[src/rtl/wr_pkg.sv]
package wr_pkg;
  localparam int LANES     = 8;
  localparam int DATA_W    = LANES * 8;
  localparam int GRAN_BASE = 8;
  localparam int GRAN_MAX  = 6;
  localparam int SIZE_W    = 4;
  localparam int ALIGN_LOG = 28;

  typedef struct packed {
    logic capture;   // load the request into the stage
    logic present;   // stage holds a live request, update the response
    logic passData;  // routed read: forward the masked port data
  } rtrStrobe_t;
endpackage

[src/rtl/wr_port_pick.sv]
module wr_port_pick #(
  parameter int QW    = 40,
  parameter int PORTS = 8,
  localparam int PORT_W = $clog2(PORTS),
  localparam int WAYS_W = $clog2(PORTS + 1)
) (
  input  logic [QW-1:0]     quot,
  input  logic [WAYS_W-1:0] ways,
  output logic [PORT_W-1:0] idx
);
  function automatic logic [1:0] modThree(input logic [QW-1:0] x);
    logic [1:0] r;
    r = 2'd0;
    for (int i = QW - 1; i >= 0; i--) begin
      case ({r, x[i]})
        3'b001: r = 2'd1;
        3'b010: r = 2'd2;
        3'b100: r = 2'd1;
        3'b101: r = 2'd2;
        default: r = 2'd0;
      endcase
    end
    return r;
  endfunction

  logic [QW-1:0] acc;
  logic [QW-1:0] lowMask;

  always_comb begin
    acc     = '0;
    lowMask = '0;
    for (int k = 0; k <= PORT_W; k++) begin
      lowMask = (QW'(1) << k) - QW'(1);
      if (int'(ways) == (1 << k)) begin
        acc = quot & lowMask;
      end else if (int'(ways) == (3 << k)) begin
        acc = (QW'(modThree(quot >> k)) << k) | (quot & lowMask);
      end
    end
    idx = acc[PORT_W-1:0];
  end
endmodule

[src/rtl/wr_path.sv]
module wr_path
  import wr_pkg::*;
#(
  parameter int ADDR_W = 40,
  parameter int PORTS  = 8,
  localparam int PORT_W = $clog2(PORTS),
  localparam int WAYS_W = $clog2(PORTS + 1)
) (
  input  logic                    clk,
  input  logic                    rstN,
  input  rtrStrobe_t              strobe,
  input  logic [ADDR_W-1:0]       cfgBase,
  input  logic [ADDR_W-1:0]       cfgSize,
  input  logic [2:0]              granCode,
  input  logic [WAYS_W-1:0]       ways,
  input  logic [ADDR_W-1:0]       reqOffset,
  input  logic [SIZE_W-1:0]       reqSize,
  input  logic                    reqWrite,
  input  logic [DATA_W-1:0]       reqWdata,
  input  logic [PORTS*DATA_W-1:0] portRdata,
  output logic [PORT_W-1:0]       stgIdx,
  output logic                    stgInRange,
  output logic                    stgSizeOk,
  output logic                    stgWrite,
  output logic [ADDR_W-1:0]       portAddr,
  output logic [SIZE_W-1:0]       portSize,
  output logic [DATA_W-1:0]       portWdata,
  output logic [DATA_W-1:0]       rspRdata
);
  logic [ADDR_W-1:0] stgAddr;
  logic [SIZE_W-1:0] stgSize;
  logic [DATA_W-1:0] stgWdata;

  always_ff @(posedge clk or negedge rstN) begin
    if (!rstN) begin
      stgAddr    <= '0;
      stgSize    <= '0;
      stgWdata   <= '0;
      stgWrite   <= 1'b0;
      stgInRange <= 1'b0;
      stgSizeOk  <= 1'b0;
    end else if (strobe.capture) begin
      stgAddr    <= cfgBase + reqOffset;
      stgSize    <= reqSize;
      stgWdata   <= reqWdata;
      stgWrite   <= reqWrite;
      stgInRange <= reqOffset < cfgSize;
      stgSizeOk  <= (reqSize != '0) && (reqSize <= SIZE_W'(LANES));
    end
  end

  logic [3:0]        shAmt;
  logic [ADDR_W-1:0] quot;
  assign shAmt = 4'(GRAN_BASE) + {1'b0, granCode};
  assign quot  = stgAddr >> shAmt;

  wr_port_pick #(.QW(ADDR_W), .PORTS(PORTS)) u_pick (
    .quot(quot),
    .ways(ways),
    .idx (stgIdx)
  );

  logic [DATA_W-1:0] selRd;
  logic [DATA_W-1:0] maskedRd;
  assign selRd = portRdata[stgIdx*DATA_W +: DATA_W];

  always_comb begin
    for (int b = 0; b < LANES; b++) begin
      maskedRd[b*8 +: 8] = (SIZE_W'(b) < stgSize) ? selRd[b*8 +: 8] : 8'h00;
    end
  end

  always_ff @(posedge clk or negedge rstN) begin
    if (!rstN) begin
      rspRdata <= '0;
    end else if (strobe.present) begin
      rspRdata <= strobe.passData ? maskedRd : '0;
    end
  end

  assign portAddr  = stgAddr;
  assign portSize  = stgSize;
  assign portWdata = stgWdata;
endmodule

[src/rtl/wr_ctrl.sv]
module wr_ctrl
  import wr_pkg::*;
#(
  parameter int ADDR_W = 40,
  parameter int PORTS  = 8,
  localparam int PORT_W = $clog2(PORTS),
  localparam int WAYS_W = $clog2(PORTS + 1)
) (
  input  logic              clk,
  input  logic              rstN,
  input  logic              reqValid,
  input  logic [ADDR_W-1:0] cfgSize,
  input  logic [WAYS_W-1:0] cfgWays,
  input  logic [2:0]        cfgGranCode,
  input  logic              cfgGranSet,
  input  logic [PORTS-1:0]  portReady,
  input  logic [PORT_W-1:0] stgIdx,
  input  logic              stgInRange,
  input  logic              stgSizeOk,
  input  logic              stgWrite,
  output logic [2:0]        effGran,
  output rtrStrobe_t        strobe,
  output logic              cfgBad,
  output logic [PORTS-1:0]  portReqValid,
  output logic              rspValid,
  output logic              rspErr
);
  function automatic logic waysLegal(input logic [WAYS_W-1:0] w);
    logic ok;
    ok = 1'b0;
    for (int k = 0; k <= PORT_W; k++) begin
      if ((int'(w) == (1 << k)) && ((1 << k) <= PORTS)) ok = 1'b1;
      if ((int'(w) == (3 << k)) && ((3 << k) <= PORTS)) ok = 1'b1;
    end
    return ok;
  endfunction

  logic sizeAligned;
  logic cfgOk;
  logic stgValid;
  logic route;

  assign effGran     = cfgGranSet ? cfgGranCode : 3'd0;
  assign sizeAligned = (cfgSize[ALIGN_LOG-1:0] == '0) && (cfgSize != '0);
  assign cfgOk       = sizeAligned && waysLegal(cfgWays) && (int'(effGran) <= GRAN_MAX);
  assign cfgBad      = !cfgOk;

  always_ff @(posedge clk or negedge rstN) begin
    if (!rstN) begin
      stgValid <= 1'b0;
      rspValid <= 1'b0;
      rspErr   <= 1'b0;
    end else begin
      stgValid <= reqValid;
      rspValid <= stgValid;
      rspErr   <= stgValid && !route && !stgWrite;
    end
  end

  assign route = stgValid && cfgOk && stgInRange && stgSizeOk && portReady[stgIdx];

  for (genvar p = 0; p < PORTS; p++) begin : g_strobe
    assign portReqValid[p] = route && (stgIdx == PORT_W'(p));
  end

  assign strobe.capture  = reqValid;
  assign strobe.present  = stgValid;
  assign strobe.passData = route && !stgWrite;

  a_r4_single_port: assert property (@(posedge clk) disable iff (!rstN)
    $onehot0(portReqValid));

  a_r12_rsp_two_later: assert property (@(posedge clk) disable iff (!rstN)
    reqValid |-> ##2 rspValid);

  a_r11_ready_only: assert property (@(posedge clk) disable iff (!rstN)
    (|portReqValid) |-> (|(portReqValid & portReady)));

  a_r2_bad_silent: assert property (@(posedge clk) disable iff (!rstN)
    cfgBad |-> (portReqValid == '0));
endmodule

[src/rtl/ilv_window_router.sv]
module ilv_window_router
  import wr_pkg::*;
#(
  parameter int ADDR_W = 40,
  parameter int PORTS  = 8,
  localparam int PORT_W = $clog2(PORTS),
  localparam int WAYS_W = $clog2(PORTS + 1)
) (
  input  logic                    clk,
  input  logic                    rstN,
  input  logic [ADDR_W-1:0]       cfgBase,
  input  logic [ADDR_W-1:0]       cfgSize,
  input  logic [WAYS_W-1:0]       cfgWays,
  input  logic [2:0]              cfgGranCode,
  input  logic                    cfgGranSet,
  output logic                    cfgBad,
  input  logic                    reqValid,
  input  logic [ADDR_W-1:0]       reqOffset,
  input  logic [SIZE_W-1:0]       reqSize,
  input  logic                    reqWrite,
  input  logic [DATA_W-1:0]       reqWdata,
  output logic                    rspValid,
  output logic                    rspErr,
  output logic [DATA_W-1:0]       rspRdata,
  output logic [PORTS-1:0]        portReqValid,
  output logic [ADDR_W-1:0]       portAddr,
  output logic [SIZE_W-1:0]       portSize,
  output logic                    portWrite,
  output logic [DATA_W-1:0]       portWdata,
  input  logic [PORTS-1:0]        portReady,
  input  logic [PORTS*DATA_W-1:0] portRdata
);
  rtrStrobe_t        strobe;
  logic [PORT_W-1:0] stgIdx;
  logic              stgInRange;
  logic              stgSizeOk;
  logic              stgWrite;
  logic [2:0]        effGran;

  wr_ctrl #(.ADDR_W(ADDR_W), .PORTS(PORTS)) u_ctrl (
    .clk(clk), .rstN(rstN), .reqValid(reqValid),
    .cfgSize(cfgSize), .cfgWays(cfgWays), .cfgGranCode(cfgGranCode),
    .cfgGranSet(cfgGranSet), .portReady(portReady),
    .stgIdx(stgIdx), .stgInRange(stgInRange), .stgSizeOk(stgSizeOk),
    .stgWrite(stgWrite), .effGran(effGran), .strobe(strobe),
    .cfgBad(cfgBad), .portReqValid(portReqValid),
    .rspValid(rspValid), .rspErr(rspErr)
  );

  wr_path #(.ADDR_W(ADDR_W), .PORTS(PORTS)) u_path (
    .clk(clk), .rstN(rstN), .strobe(strobe),
    .cfgBase(cfgBase), .cfgSize(cfgSize), .granCode(effGran), .ways(cfgWays),
    .reqOffset(reqOffset), .reqSize(reqSize), .reqWrite(reqWrite),
    .reqWdata(reqWdata), .portRdata(portRdata),
    .stgIdx(stgIdx), .stgInRange(stgInRange), .stgSizeOk(stgSizeOk),
    .stgWrite(stgWrite), .portAddr(portAddr), .portSize(portSize),
    .portWdata(portWdata), .rspRdata(rspRdata)
  );

  assign portWrite = stgWrite;

  a_r6_poison_zero: assert property (@(posedge clk) disable iff (!rstN)
    (rspValid && rspErr) |-> (rspRdata == '0));

  a_r7_write_no_err: assert property (@(posedge clk) disable iff (!rstN)
    (reqValid && reqWrite) |-> ##2 (rspValid && !rspErr));
endmodule

[config.mk]
export PLATFORM = sky130hd
export DESIGN_NAME = ilv_window_router
export DESIGN_NICKNAME = d
export VERILOG_FILES = /design/src/rtl/wr_pkg.sv /design/src/rtl/wr_port_pick.sv /design/src/rtl/wr_path.sv /design/src/rtl/wr_ctrl.sv /design/src/rtl/ilv_window_router.sv
export SDC_FILE = /design/constraint.sdc
export NUM_CORES = 1
export LEC_CHECK = 0
export BUFFER_PORTS_ARGS = -buffer_cell sky130_fd_sc_hd__buf_2
export CORE_AREA = 2 2 353 355
export DETAILED_ROUTE_END_ITERATION = 8
export DIE_AREA = 0 0 355 357
export PLACE_DENSITY_LB_ADDON = 0.05
export SLEW_MARGIN = 20
export SYNTH_ARGS = -nofsm -noshare
export SYNTH_HDL_FRONTEND = slang
export SYNTH_HIERARCHICAL = 1
export SYNTH_SLANG_ARGS = --single-unit
[constraint.sdc]
create_clock -name clk -period 16.2 [get_ports clk]
set_input_delay 2.43 -clock clk [delete_from_list [all_inputs] [get_ports clk]]
set_output_delay 2.43 -clock clk [all_outputs]
set_load 0.05 [all_outputs]
After elaboration in Yosys (flattened, before gate mapping)
Index checks and enable logic that the tools add are counted.
{"block": "classes", "add_sub_neg": 2, "magnitude_cmp": 12, "n_eq_ne": 480, "shifts": 2, "n_mux": 381, "bitwise_logic": 2, "reduce_logical": 258}
{"cell": "3-bit equality test (second input constant)", "count": 236}
{"cell": "512-bit by 10-bit variable part select with 64-bit output", "count": 1}
{"cell": "2-bit two-way mux", "count": 238}
{"cell": "2-bit one-hot mux with 2 select lines", "count": 116}
{"cell": "2-bit OR reduction", "count": 232}
{"cell": "3-bit by 2-bit equality test with 1-bit output (second input constant)", "count": 118}
{"cell": "3-bit by 1-bit equality test with 1-bit output (second input constant)", "count": 117}
{"cell": "64-bit two-way mux", "count": 1}
{"cell": "8-bit two-way mux", "count": 8}
{"cell": "40-bit adder", "count": 1}
{"cell": "40-bit < comparator", "count": 1}
{"cell": "40-bit nonzero test", "count": 1}
{"cell": "40-bit by 4-bit >> shifter with 40-bit output", "count": 1}
{"cell": "28-bit logical NOT", "count": 1}
{"cell": "1-bit logical AND", "count": 19}
{"cell": "3-bit two-way mux", "count": 6}
{"cell": "3-bit by 4-bit < comparator with 1-bit output (first input constant)", "count": 4}
{"cell": "4-bit by 3-bit equality test with 1-bit output (second input constant)", "count": 3}
{"cell": "4-bit equality test (second input constant)", "count": 3}
{"cell": "1-bit two-way mux", "count": 10}
{"cell": "1-bit by 4-bit < comparator with 1-bit output (first input constant)", "count": 2}
{"cell": "2-bit by 4-bit < comparator with 1-bit output (first input constant)", "count": 2}
{"cell": "4-bit by 3-bit adder with 4-bit output (first input constant)", "count": 1}
{"cell": "4-bit by 2-bit equality test with 1-bit output (second input constant)", "count": 1}
{"cell": "12 further kinds", "count": 14}
{"block": "totals", "regBits": 178, "inputBits": 720, "out_inout_bits": 184, "elab_cells": 1147}

Logic depth before layout (Yosys ltp)
Gate-level depths: netlist (run 1).
{"block": "depth", "ltp_word": 212, "mapped_depth": 46, "depth_no_buf": 39}

Cells and area by module
The synthesis (run 1) kept the hierarchy.
{"module": "wr_path", "instances": 1, "cells_per_inst": 1257, "area_each_um2": 14387.5, "seq_area_each_um2": 4379.2}
{"module": "wr_port_pick", "instances": 1, "cells_per_inst": 471, "area_each_um2": 3145.5, "seq_area_each_um2": 0.0}
{"module": "wr_ctrl", "instances": 1, "cells_per_inst": 57, "area_each_um2": 435.4, "seq_area_each_um2": 75.1}

Least setup slack after synthesis (run 1)
Ideal clock, no wire load.
{"block": "synth_path", "path_type": "input -> output", "startpoint": "input cfgGranCode[0]", "endpoint": "output portReqValid[1]", "arrival_time_ns": 13.424, "required_time_ns": 13.770, "setup_slack_ns": 0.346, "cell_stages": 41, "path_buffers": 6, "path_cell_list": "and2_1 -> clkbuf_1 -> inv_1 -> clkbuf_1 -> buf_1 -> nand2_1 -> nor3_1 -> inv_1 -> nor2_1 -> a41oi_1 -> a32oi_1 -> nor3_1 -> a211oi_4 -> a21oi_1 -> a2111oi_4 -> nor2_2 -> nor4b_2 -> o31a_2 -> [... 5 more ...] -> nor2_1 -> mux2i_1 -> and4_4 -> buf_6 -> mux2i_1 -> o221ai_2 -> or2_0 -> buf_4 -> a22o_1 -> a211o_1 -> or3_4 -> o31a_1 -> a21oi_1 -> clkbuf_1 -> mux2i_1 -> a31oi_1 -> nand3_1 -> nor4_1"}
{"block": "synth_between", "elab_cells_between_ends": 1067, "cone_classes": "add/sub: 1; order compare: 1; eq/ne: 465; shift: 1; mux: 359; bitwise: 2; reduce/logical: 238"}
{"item": "start, declared", "line_no": "ilv_window_router.sv:14", "rtl": "input logic [2:0] cfgGranCode,"}
{"item": "3-bit two-way mux *", "line_no": "wr_ctrl.sv:43", "rtl": "assign effGran = cfgGranSet ? cfgGranCode : 3'd0;"}
{"item": "4-bit by 3-bit adder with 4-bit output *", "line_no": "wr_path.sv:54", "rtl": "assign shAmt = 4'(GRAN_BASE) + {1'b0, granCode};"}
{"item": "40-bit by 4-bit >> shifter with 40-bit output *", "line_no": "wr_path.sv:55", "rtl": "assign quot = stgAddr >> shAmt;"}
{"item": "named net u_path.quot[31]", "line_no": "wr_path.sv:53", "rtl": "logic [ADDR_W-1:0] quot;"}
{"item": "3-bit equality test, or another cell as far along", "line_no": "wr_port_pick.sv:15", "rtl": "case ({r, x[i]})"}
{"item": "2-bit OR reduction (no line)"}
{"item": "2-bit one-hot mux with 2 select lines", "line_no": "wr_port_pick.sv:15"}
{"item": "2-bit two-way mux", "line_no": "wr_port_pick.sv:36", "rtl": "end else if (int'(ways) == (3 << k)) begin"}
{"item": "[... 157 more ...]"}
{"item": "3-bit two-way mux *", "line_no": "wr_port_pick.sv:34", "rtl": "if (int'(ways) == (1 << k)) begin"}
{"item": "3-bit two-way mux *", "line_no": "wr_port_pick.sv:36"}
{"item": "3-bit two-way mux * (2 in series)", "line_no": "wr_port_pick.sv:34"}
{"item": "named net stgIdx[1]", "line_no": "ilv_window_router.sv:34", "rtl": "logic [PORT_W-1:0] stgIdx;"}
{"item": "1-bit binary-select mux with 3-bit select", "line_no": "wr_ctrl.sv:60", "rtl": "assign route = stgValid && cfgOk && stgInRange && stgSizeOk && portReady[stgIdx];"}
{"item": "1-bit two-way mux (not written as such)", "line_no": "wr_ctrl.sv:60"}
{"item": "1-bit logical AND", "line_no": "wr_ctrl.sv:60"}
{"item": "1-bit logical AND *", "line_no": "wr_ctrl.sv:63", "rtl": "assign portReqValid[p] = route && (stgIdx == PORT_W'(p));"}
{"item": "end, declared", "line_no": "ilv_window_router.sv:25", "rtl": "output logic [PORTS-1:0] portReqValid,"}
Mark *: on every way through the listed nets, which the timed path passes. The rest lies on a longest branch. The select of a mux whose other input is x is not followed.

Worst setup path after layout (run 1)
{"block": "layout_path", "startpoint": "input cfgGranCode[0]", "endpoint": "output portReqValid[4]"}
{"block": "layout_between", "elab_cells_between_ends": 1067, "cone_classes": "add/sub: 1; order compare: 1; eq/ne: 465; shift: 1; mux: 359; bitwise: 2; reduce/logical: 238"}
{"item": "3-bit two-way mux *", "line_no": "wr_ctrl.sv:43"}
{"item": "named net effGran[0]", "line_no": "ilv_window_router.sv:38", "rtl": "logic [2:0] effGran;"}
{"item": "4-bit by 3-bit adder with 4-bit output *", "line_no": "wr_path.sv:54"}
{"item": "40-bit by 4-bit >> shifter with 40-bit output *", "line_no": "wr_path.sv:55"}
{"item": "named net u_path.quot[31]", "line_no": "wr_path.sv:53"}
{"item": "3-bit equality test, or another cell as far along", "line_no": "wr_port_pick.sv:15"}
{"item": "2-bit OR reduction (no line)"}
{"item": "2-bit one-hot mux with 2 select lines", "line_no": "wr_port_pick.sv:15"}
{"item": "[... 158 more ...]"}
{"item": "3-bit two-way mux *", "line_no": "wr_port_pick.sv:34"}
{"item": "3-bit two-way mux *", "line_no": "wr_port_pick.sv:36"}
{"item": "3-bit two-way mux * (2 in series)", "line_no": "wr_port_pick.sv:34"}
{"item": "named net stgIdx[1]", "line_no": "ilv_window_router.sv:34"}
{"item": "1-bit binary-select mux with 3-bit select", "line_no": "wr_ctrl.sv:60"}
{"item": "1-bit two-way mux (not written as such)", "line_no": "wr_ctrl.sv:60"}
{"item": "1-bit logical AND", "line_no": "wr_ctrl.sv:60"}
{"item": "1-bit logical AND *", "line_no": "wr_ctrl.sv:63"}
Marks and branches as above.

==> results.yml, run 1 <==
worst_setup_path:
  critPathTopFamily: "simple AND/OR/NAND/NOR gates"
  critPathSlowestCell: "a2111oi_4"
  r2r-end: "u_path/rspRdata[28]"
  cpPeakStageDelay_ns: 0.67
  crit_type: "in2out"
  critPathRequiredTime_ns: 13.77
  endpoint: "portReqValid[4]"
  worst_r2r_path_depth: 34
  cp_num_buf_inv: 5
  critPathLaunchType: "input port"
  r2r_setup_slack_ns: 4.10
  end_kind: "output pin"
  cp.depth: 38
  path_max_fanout: 9
  regToRegStartpoint: "u_path/portAddr[38]"
  cp.arrival_ns: 12.87
  crit_start: "cfgGranCode[0]"
min_path:
  min_path_type: "reg2reg"
cts:
  cts_root_buf: "clkbuf_16"
  cts_resized: 0
  clk_path_buf_depth: 2
  clk_latency_ns: 0.54
  path_clk_slew_ns: 0.08
  cts_htree_levels: 4
  cts.sinks: 178
  numCtsBuffers: 17
  cts_hold_buf: 0
  cts_tree: "built"
  cts_setup_buffers: 0
placement:
  post-dp-hpwl_mm: 106
  gp_congestion: 0.912
  port_buffers: 903
  place_area_um2: 24500
synth:
  yosys_register_bits: 178
  yosysMostFrequentCell: "dfrtp_1"
  postSynthCellCount: 1785
  synth_largest_area_cell: "dfrtp_1"
  synthTopCellsByArea: "dfrtp_1 (25%), mux4_2 (18%), mux2_2 (7.6%)"
  ys_types: 122
  synth_common_cells: "dfrtp_1 (178), mux4_2 (146), inv_1 (132)"
  synth_top_area_share_pct: 24.8
  synth_edf_count: 0
  yosysWarnings: 6
  synth.avg_cell_area_um2: 10.1
  synth_ff_type: "dfrtp_1"
  ys_seq_area_share_pct: 24.8
  netlist_area_um2: 18000
  synthArstFlopShare_pct: 100
global_route:
  antenna_found_initial: 92
  grt_pass1_vias: 19392
  grt.total_usage_pct: 18.4
  grt_max_degree: 100
  grt_pass1_wl_mm: 161
  gr-total-overflow: 0
run_status:
  status: "completed"
timing:
  drv_slew: 0
  worst_slew_pin_slew_ns: 1.08
  maxSlewHeadroom_pct: 28.1
  fin_skew_ns: 0.0288
  timing.setup.tns_ns: 0
  fmax_mhz: 65.3
  rsz0062_at_grt: "false"
  finalSetupViolCount: 0
  post-route-period-util_pct: 94.5
  hold_violations: 0
  min_period_ns: 15.30
layout:
  multiInputGateArea_um2: 12700
  seqCellArea_um2: 4460
  fillers: 13739
  syn_to_final_growth_pct: 40.3
  drive_above_1_share_pct: 49.2
  fin_nets: 3444
  final_area_um2: 25200
power_and_ir_drop:
  power_leakage_nw: 11.0
  power_density_nw_per_um2: 108
  total_power_w: 0.00272
  vdd_drop_max_mv: 0.0905
routing:
  via_per_inst: 4.43
  dr.pass1.iters: 8
  drc_errors: 0
  route.antenna.remaining_nets: 0
  wl_mm: 121
  wl_per_cell_um: 28.0
  vias: 19120
  drtIter0Drc: 1075
floorplan:
  ios: 904
  die_area_um2: 127000
  die_y_um: 357
  placementRows: 129
  initial_core_util_pct: 14.6
  core_um2: 123000
  die_w_um: 355
run:
  maxCapViolCount: 0
kinds of logic (layout without fill, tap and decap cells):
| family | Yosys count | count (layout) | synth area share (%) |
|---|---|---|---|
| xor gates and xnor gates | 40 | 40 | 1.99 |
| DFF | 178 | 178 | 24.8 |
| AOI/OAI and AO/OA | 431 | 431 | 17.3 |
| and+or+nand+nor | 449 | 449 | 13.6 |
| adders and majority gates | 79 | 79 | 5.54 |
| buffers and inverters | 247 | 1098 | 5.58 |
| muxes | 360 | 360 | 31.1 |
| other | 1 | 48 | 0.0209 |
power breakdown:
group / leakage (nW) / internal (W) / switching (W)
logic: 8.47 / 0.000685 / 0.00102
registers: 2.23 / 0.000485 / 0.0000633
clock network: 0.298 / 0.000214 / 0.000253
layer usage:
metal	GRT usage (%)	routed length [µm]	vias to the layer above
met5	0	211	-
met2	30.6	59400	683
met1	23.1	50800	9581
met3	4.76	7290	165
met4	6.25	3190	32
li1	-	-	8659
registers in the layout, indices dropped and copies added (netlist names):
register and count:
u_path/portWdata 64, u_path/stgSizeOk 1, u_ctrl/stgValid 1, u_path/stgInRange 1, u_path/rspRdata 64, u_ctrl/rspErr 1, u_path/portSize 4, u_ctrl/rspValid 1
u_path/portAddr 40, u_path/stgWrite 1
placed cells by master (no fill, tap or decap), types with 9 or more instances in the layout:
cell type  instances
o21ai_0           57
nor2b_1           28
mux2i_1           90
nand3_1           40
dfrtp_1          177
buf_4             29
clkbuf_16         17
nand2b_1          20
a31oi_1           14
a211oi_1          15
nand2_1           88
o21bai_1          10
and2_1            21
or3_1              9
nor2_1            89
diode_2           25
nand4_1           25
nor4_1            29
nor3_1            28
mux4_2           146
o22ai_1           69
xor2_1            14
o211ai_1          15
a21o_1            36
and3_1            10
inv_1            132
xnor2_1           25
conb_1            23
mux2_2           122
buf_2            894
or2_2              9
a21oi_1           76
ha_1              78
worst register-to-register path: cells and delay by family (launching register included):
| family | cells | cell delay, ns |
|---|---|---|
| flip-flops | 1 | 0.61 |
| AND/OR/NAND/NOR | 12 | 4.37 |
| multiplexers | 4 | 1.15 |
| buffers and inverters | 3 | 1.93 |
| AO/OA/AOI/OAI | 15 | 3.87 |
how the worst min path moves through the flow:
stage / from / end / slack [ns] / cells past startpoint
after floorplan: u_ctrl/stgValid / u_ctrl/rspValid / 0.39 / 0
after detailed placement: u_path/portAddr[1] / u_path/portAddr[1] / 0.48 / 2
after CTS: u_path/portAddr[1] / u_path/portAddr[1] / 0.50 / 2
after global routing: u_path/portAddr[1] / u_path/portAddr[1] / 0.51 / 2
final: u_path/portAddr[7] / u_path/portAddr[7] / 0.51 / 2
after global placement: u_path/portAddr[1] / u_path/portAddr[1] / 0.47 / 2
layout make-up:
cell class	count	area share, %
Tap cell	1637	8.13
Timing Repair Buffer	932	19.3
Multi-Input combinational cell	1382	50.2
Antenna cell	25	0.248
Clock buffer	18	1.74
Sequential cell	178	17.7
Inverter	134	2.00
Clock inverter	14	0.700
through the flow:
| stage | util [%] | setup WS, ns | std cells | hold slack [ns] |
|---|---|---|---|---|
| 2_1_floorplan | - | 0.346 | 1807 | 0.395 |
| 3_3_place_gp | 19.9 | 0.486 | 4263 | 0.473 |
| 3_5_place_dp | 19.9 | 0.285 | 4263 | 0.484 |
| 4_1_cts | 20.4 | 0.249 | 4295 | 0.504 |
| 5_1_grt | 20.5 | 0.0590 | 4310 | 0.511 |
| 6_report | 20.5 | 0.896 | 4320 | 0.507 |
No activity file was read; power rests on OpenSTA's default activity.
==> inputs of run 2 (changes only) <==
Settings changed: CTS_CLUSTER_DIAMETER from default to 40, GPL_TIMING_DRIVEN from default to 0.
==> run 2 against run 1 <==
- utilization is 0.47 points higher
- power is 5.7% higher
- global-route usage is 0.60 points higher
- worst setup slack worse by 0.16 ns
- clock skew is 0.0048 ns higher
- fmax is 1.0% lower
- clock-buffer cell count is 1 lower
- first-iteration DRC count is 3.2% higher
- register-to-register slack better by 0.05 ns
- routed wire length is 3.2% higher
- worst hold slack worse by 0.0059 ns
- critical endpoint is now portReqValid[1]
- highest routed layer unchanged
==> results.yml, run 2 (same netlist as run 1, synthesis figures left out) <==
cts:
  cts_htree_levels: 4
  clk_path_buf_depth: 2
  cts_root_buf: "clkbuf_16"
  cts_tree: "built"
  numCtsBuffers: 17
  cts.sinks: 178
  path_clk_slew_ns: 0.09
  clk_latency_ns: 0.54
worst_setup_path:
  end_kind: "output pin"
  critPathTopFamily: "compound AO/OA/AOI/OAI gates"
  critPathLaunchType: "input port"
  critPathSlowestCell: "or4_4"
  cpPeakStageDelay_ns: 0.58
  crit_type: "in2out"
  cp_num_buf_inv: 10
  crit_start: "cfgGranSet"
  critPathRequiredTime_ns: 13.77
  path_max_fanout: 10
  cp.arrival_ns: 13.03
  regToRegStartpoint: "u_path/portAddr[37]"
run:
  maxCapViolCount: 0
timing:
  worst_slew_pin_slew_ns: 1.11
  finalSetupViolCount: 0
  maxSlewHeadroom_pct: 24.9
  post-route-period-util_pct: 95.4
  min_period_ns: 15.46
  fin_skew_ns: 0.0336
  hold_violations: 0
  fmax_mhz: 64.7
  drv_slew: 0
routing:
  drtIter0Drc: 1109
  wl_per_cell_um: 28.3
  vias: 19403
  wl_mm: 125
  route.antenna.remaining_nets: 0
  drc_errors: 0
  via_per_inst: 4.39
  dr.pass1.iters: 5
power_and_ir_drop:
  power_leakage_nw: 11.2
  total_power_w: 0.00288
  power_density_nw_per_um2: 112
  vdd_drop_max_mv: 0.0980
floorplan:
  initial_core_util_pct: 14.6
  die_w_um: 355
  die_y_um: 357
  die_area_um2: 127000
  core_um2: 123000
  placementRows: 129
  ios: 904
run_status:
  status: "completed"
layout:
  syn_to_final_growth_pct: 43.5
  fillers: 13789
  final_common_cell: "buf_2"
  final_area_um2: 25800
  layout_common_cells: "buf_2 (905), dfrtp_1 (178), mux4_2 (146)"
  drive_above_1_share_pct: 48.6
  fin_nets: 3545
global_route:
  antenna_found_initial: 71
  grt.total_usage_pct: 19.0
  grt_max_degree: 77
  grt_pass1_vias: 20193
  gr-total-overflow: 0
  grt_pass1_wl_mm: 167
min_path:
  hold_start: "u_path/portAddr[1]"
  min_path_type: "reg2reg"
placement:
  place_area_um2: 24700
  gp_congestion: 0.972
  port_buffers: 903
  post-dp-hpwl_mm: 111
==> run 2: power breakdown <==
group          leakage [nW]  switching (W)  internal, W  total [W]
Clock                 0.307       0.000260     0.000216   0.000476
Sequential             2.23      0.0000578     0.000485   0.000543
Combinational          8.68        0.00111     0.000748    0.00186
==> run 2: area by class of cell <==
class,instances,area (µm²),area share [%]
Sequential cell,178,4450,17.3
Multi-Input combinational cell,1383,12800,49.7
Antenna cell,21,52.6,0.204
Clock buffer,17,425,1.65
Timing Repair inverter,1,5.00,0.0194
Buffer,110,507,1.97
Timing Repair Buffer,921,4740,18.4
Inverter,134,507,1.97
Clock inverter,15,216,0.840
Tap cell,1637,2050,7.94
==> run 2: worst paths after layout <==
check,endpoint,slack (ns),depth (start not counted)
min,u_path/portAddr[1],0.50,2
max,portReqValid[1],0.74,40
max in group asynchronous,u_path/portWdata[2],13.23,3
max reg2reg,u_path/rspRdata[53],4.15,40
min reg2reg,u_path/portAddr[1],0.50,2
min in group asynchronous,u_path/portWdata[50],1.76,1
==> run 2: stage by stage <==
stage               cells  setup TNS (ns)  setup slack (ns)  util, %  hold slack, ns
finish               4417               0             0.739     21.0           0.501
CTS                  4386               0            0.0598     20.7           0.506
global route         4406         -0.0421           -0.0399     20.9           0.519
floorplan            1807               0             0.346        -           0.395
detailed placement   4350         -100.65             -2.86     20.1           0.483
global placement     4347         -105.74             -2.78     20.0           0.473
==> run 2: worst reg2reg max path: cells and delay by family, from the launching register on <==
kind / cells / cell delay, ns
muxes: 4 / 1.34
DFF: 1 / 0.68
AOI/OAI and AO/OA: 15 / 4.89
and+or+nand+nor: 14 / 3.82
buffers and inverters: 7 / 1.18
==> run 2: per-layer routing <==
layer  up-vias  routed length, µm  global-route usage [%]
met5         -                166                       0
met4        26               2150                    4.02
met3       134               5740                    3.87
met2       613              61500                    32.3
met1      9754              55200                    24.8
li1       8876                  -                       -
==> run 2: what timing repair did <==
action / 4_1_cts / 5_1_grt
resized for setup: 23 / 30
buffers inserted: 6 / 9
hold buffers: 0 / 0
cloned: 1 / 1
endpoints found under the setup margin: 72 / 8
pin swaps: 2 / 6
==> inputs of run 3 (changes only) <==
Settings changed: PLACE_DENSITY_LB_ADDON 0.05 to 0.3.
==> run 3 against run 2 <==
- utilization barely moved
- fmax fell by 0.19%
- clock skew fell by 0.00097 ns
- clock power rose by 1%
- global-route usage rose by 1.9 points
- critical path depth rose by 3
- largest power group unchanged
- cell count rose by 0.86%
==> results.yml, run 3 (same netlist as run 1, synthesis figures left out) <==
run_status:
  status: "completed"
worst_setup_path:
  path_max_fanout: 11
  end_kind: "output pin"
  worst_r2r_path_depth: 37
  cp.arrival_ns: 13.06
  crit_type: "in2out"
  critPathRequiredTime_ns: 13.77
  critPathLaunchType: "input port"
  cpPeakStageDelay_ns: 0.60
  cpMostUsedCell: "buf_2"
  critPathSlowestCell: "or4_4"
timing:
  rsz0062_at_grt: "false"
  worst_slack_ns: 0.710
  hold_violations: 0
  fin_skew_ns: 0.0327
  timing.hold.ws_ns: 0.505
  worst_slew_pin_slew_ns: 1.27
  post-route-period-util_pct: 95.6
  drv_slew: 0
  min_period_ns: 15.49
  fmax_mhz: 64.6
  finalSetupViolCount: 0
  maxSlewHeadroom_pct: 15.0
global_route:
  grt_pass1_vias: 19744
  grt.total_usage_pct: 20.9
  gr-total-overflow: 0
  grt_max_degree: 74
  grt_pass1_wl_mm: 178
  antenna_found_initial: 99
layout:
  fin_nets: 3539
  multiInputGateArea_um2: 12800
  fillers: 13828
  drive_above_1_share_pct: 48.2
  layout_common_cells: "buf_2 (912), dfrtp_1 (178), mux4_2 (146)"
  seqCellArea_um2: 4450
  final_common_cell: "buf_2"
  syn_to_final_growth_pct: 43.4
min_path:
  whs_path_depth: 1
  min_path_type: "reg2reg"
placement:
  post-place-ws_ns: -1.88
  gp_congestion: 1.05
  port_buffers: 903
  post-dp-hpwl_mm: 122
power_and_ir_drop:
  internal_power_w: 0.00143
  vdd_drop_max_mv: 0.0715
  combPwrFrac_pct: 64.5
  power_frac_clock_pct: 16.6
  p_sw_w: 0.00148
  total_power_w: 0.00292
  pwr-share-seq_pct: 18.9
  power_density_nw_per_um2: 113
  power_leakage_nw: 11.2
  swShare_pct: 50.8
cts:
  cts_tree: "built"
  cts_root_buf: "clkbuf_16"
  clk_path_buf_depth: 2
  path_clk_slew_ns: 0.09
  cts.sinks: 178
  numCtsBuffers: 17
  cts_htree_levels: 4
  clk_latency_ns: 0.54
routing:
  drtIter0Drc: 1880
  wl_per_cell_um: 31.1
  via_per_inst: 4.63
  drc_errors: 0
  dr.pass1.iters: 7
  vias: 20641
  route.antenna.remaining_nets: 0
  wl_mm: 138
floorplan:
  die_w_um: 355
  placementRows: 129
  die_y_um: 357
  core_um2: 123000
  initial_core_util_pct: 14.6
  die_area_um2: 127000
  ios: 904
run:
  maxCapViolCount: 0
## run 3: path summary, 6_finish.rpt
check / start / end / slack [ns]
hold / removal: u_path/portAddr[3] / u_path/portAddr[3] / 0.50
hold reg to reg: u_path/portAddr[3] / u_path/portAddr[3] / 0.50
setup / recovery: cfgGranCode[0] / portReqValid[1] / 0.71
max in group asynchronous: rstN / u_path/portWdata[46] / 13.58
min in group asynchronous: rstN / u_path/rspRdata[5] / 1.77
setup reg to reg: u_path/portAddr[38] / u_path/rspRdata[1] / 3.84
## run 3: cell type report
class	instances	share of cell area, %
multi-input combinational	1383	49.5
timing repair buffer	916	18.2
clock inverter	15	0.845
antenna	65	0.631
tap	1637	7.95
inverter	134	1.97
clock buffer	17	1.65
buffer	110	1.91
sequential	178	17.3
## run 3: layer usage
layer,vias to the layer above,global-route usage [%],routed length (µm)
met5,-,2.41,176
met4,28,7.78,5130
met3,193,10.5,16700
met2,1127,30.2,59200
met1,10366,26.3,57200
li1,8927,-,-
## run 3: worst max-delay path, delay by kind of cell
| family | cells | cell delay (ns) |
|---|---|---|
| AO/OA/AOI/OAI | 19 | 4.87 |
| buffers and inverters | 10 | 2.00 |
| multiplexers | 1 | 0.08 |
| AND/OR/NAND/NOR | 13 | 3.62 |
## run 3: metrics by stage
stage / cells / setup TNS (ns) / area, µm² / utilization [%]
detailed placement: 4350 / -64.96 / 24700 / 20.1
finish: 4455 / 0 / 25800 / 20.9
CTS: 4383 / 0 / 25400 / 20.7
global placement: 4347 / -83.70 / 24600 / 20.0
floorplan: 1807 / 0 / 18100 / -
global route: 4442 / 0 / 25700 / 20.9
## run 3: power by group through the flow
stage,sequential (W),clock [W],combinational (W)
2_1_floorplan,0.000667,0,0.00108
3_3_place_gp,0.000560,0,0.00179
3_5_place_dp,0.000560,0,0.00179
4_1_cts,0.000551,0.000506,0.00180
5_1_grt,0.000556,0.000516,0.00199
6_report,0.000551,0.000483,0.00188
## run 3: timing repair
| action | 4_1_cts | 5_1_grt |
|---|---|---|
| gates cloned | 0 | 1 |
| pin swaps | 1 | 2 |
| buffers inserted | 3 | 7 |
| hold buffers | 0 | 0 |
| setup endpoints to repair | 49 | 8 |
| gates resized for setup | 9 | 20 |
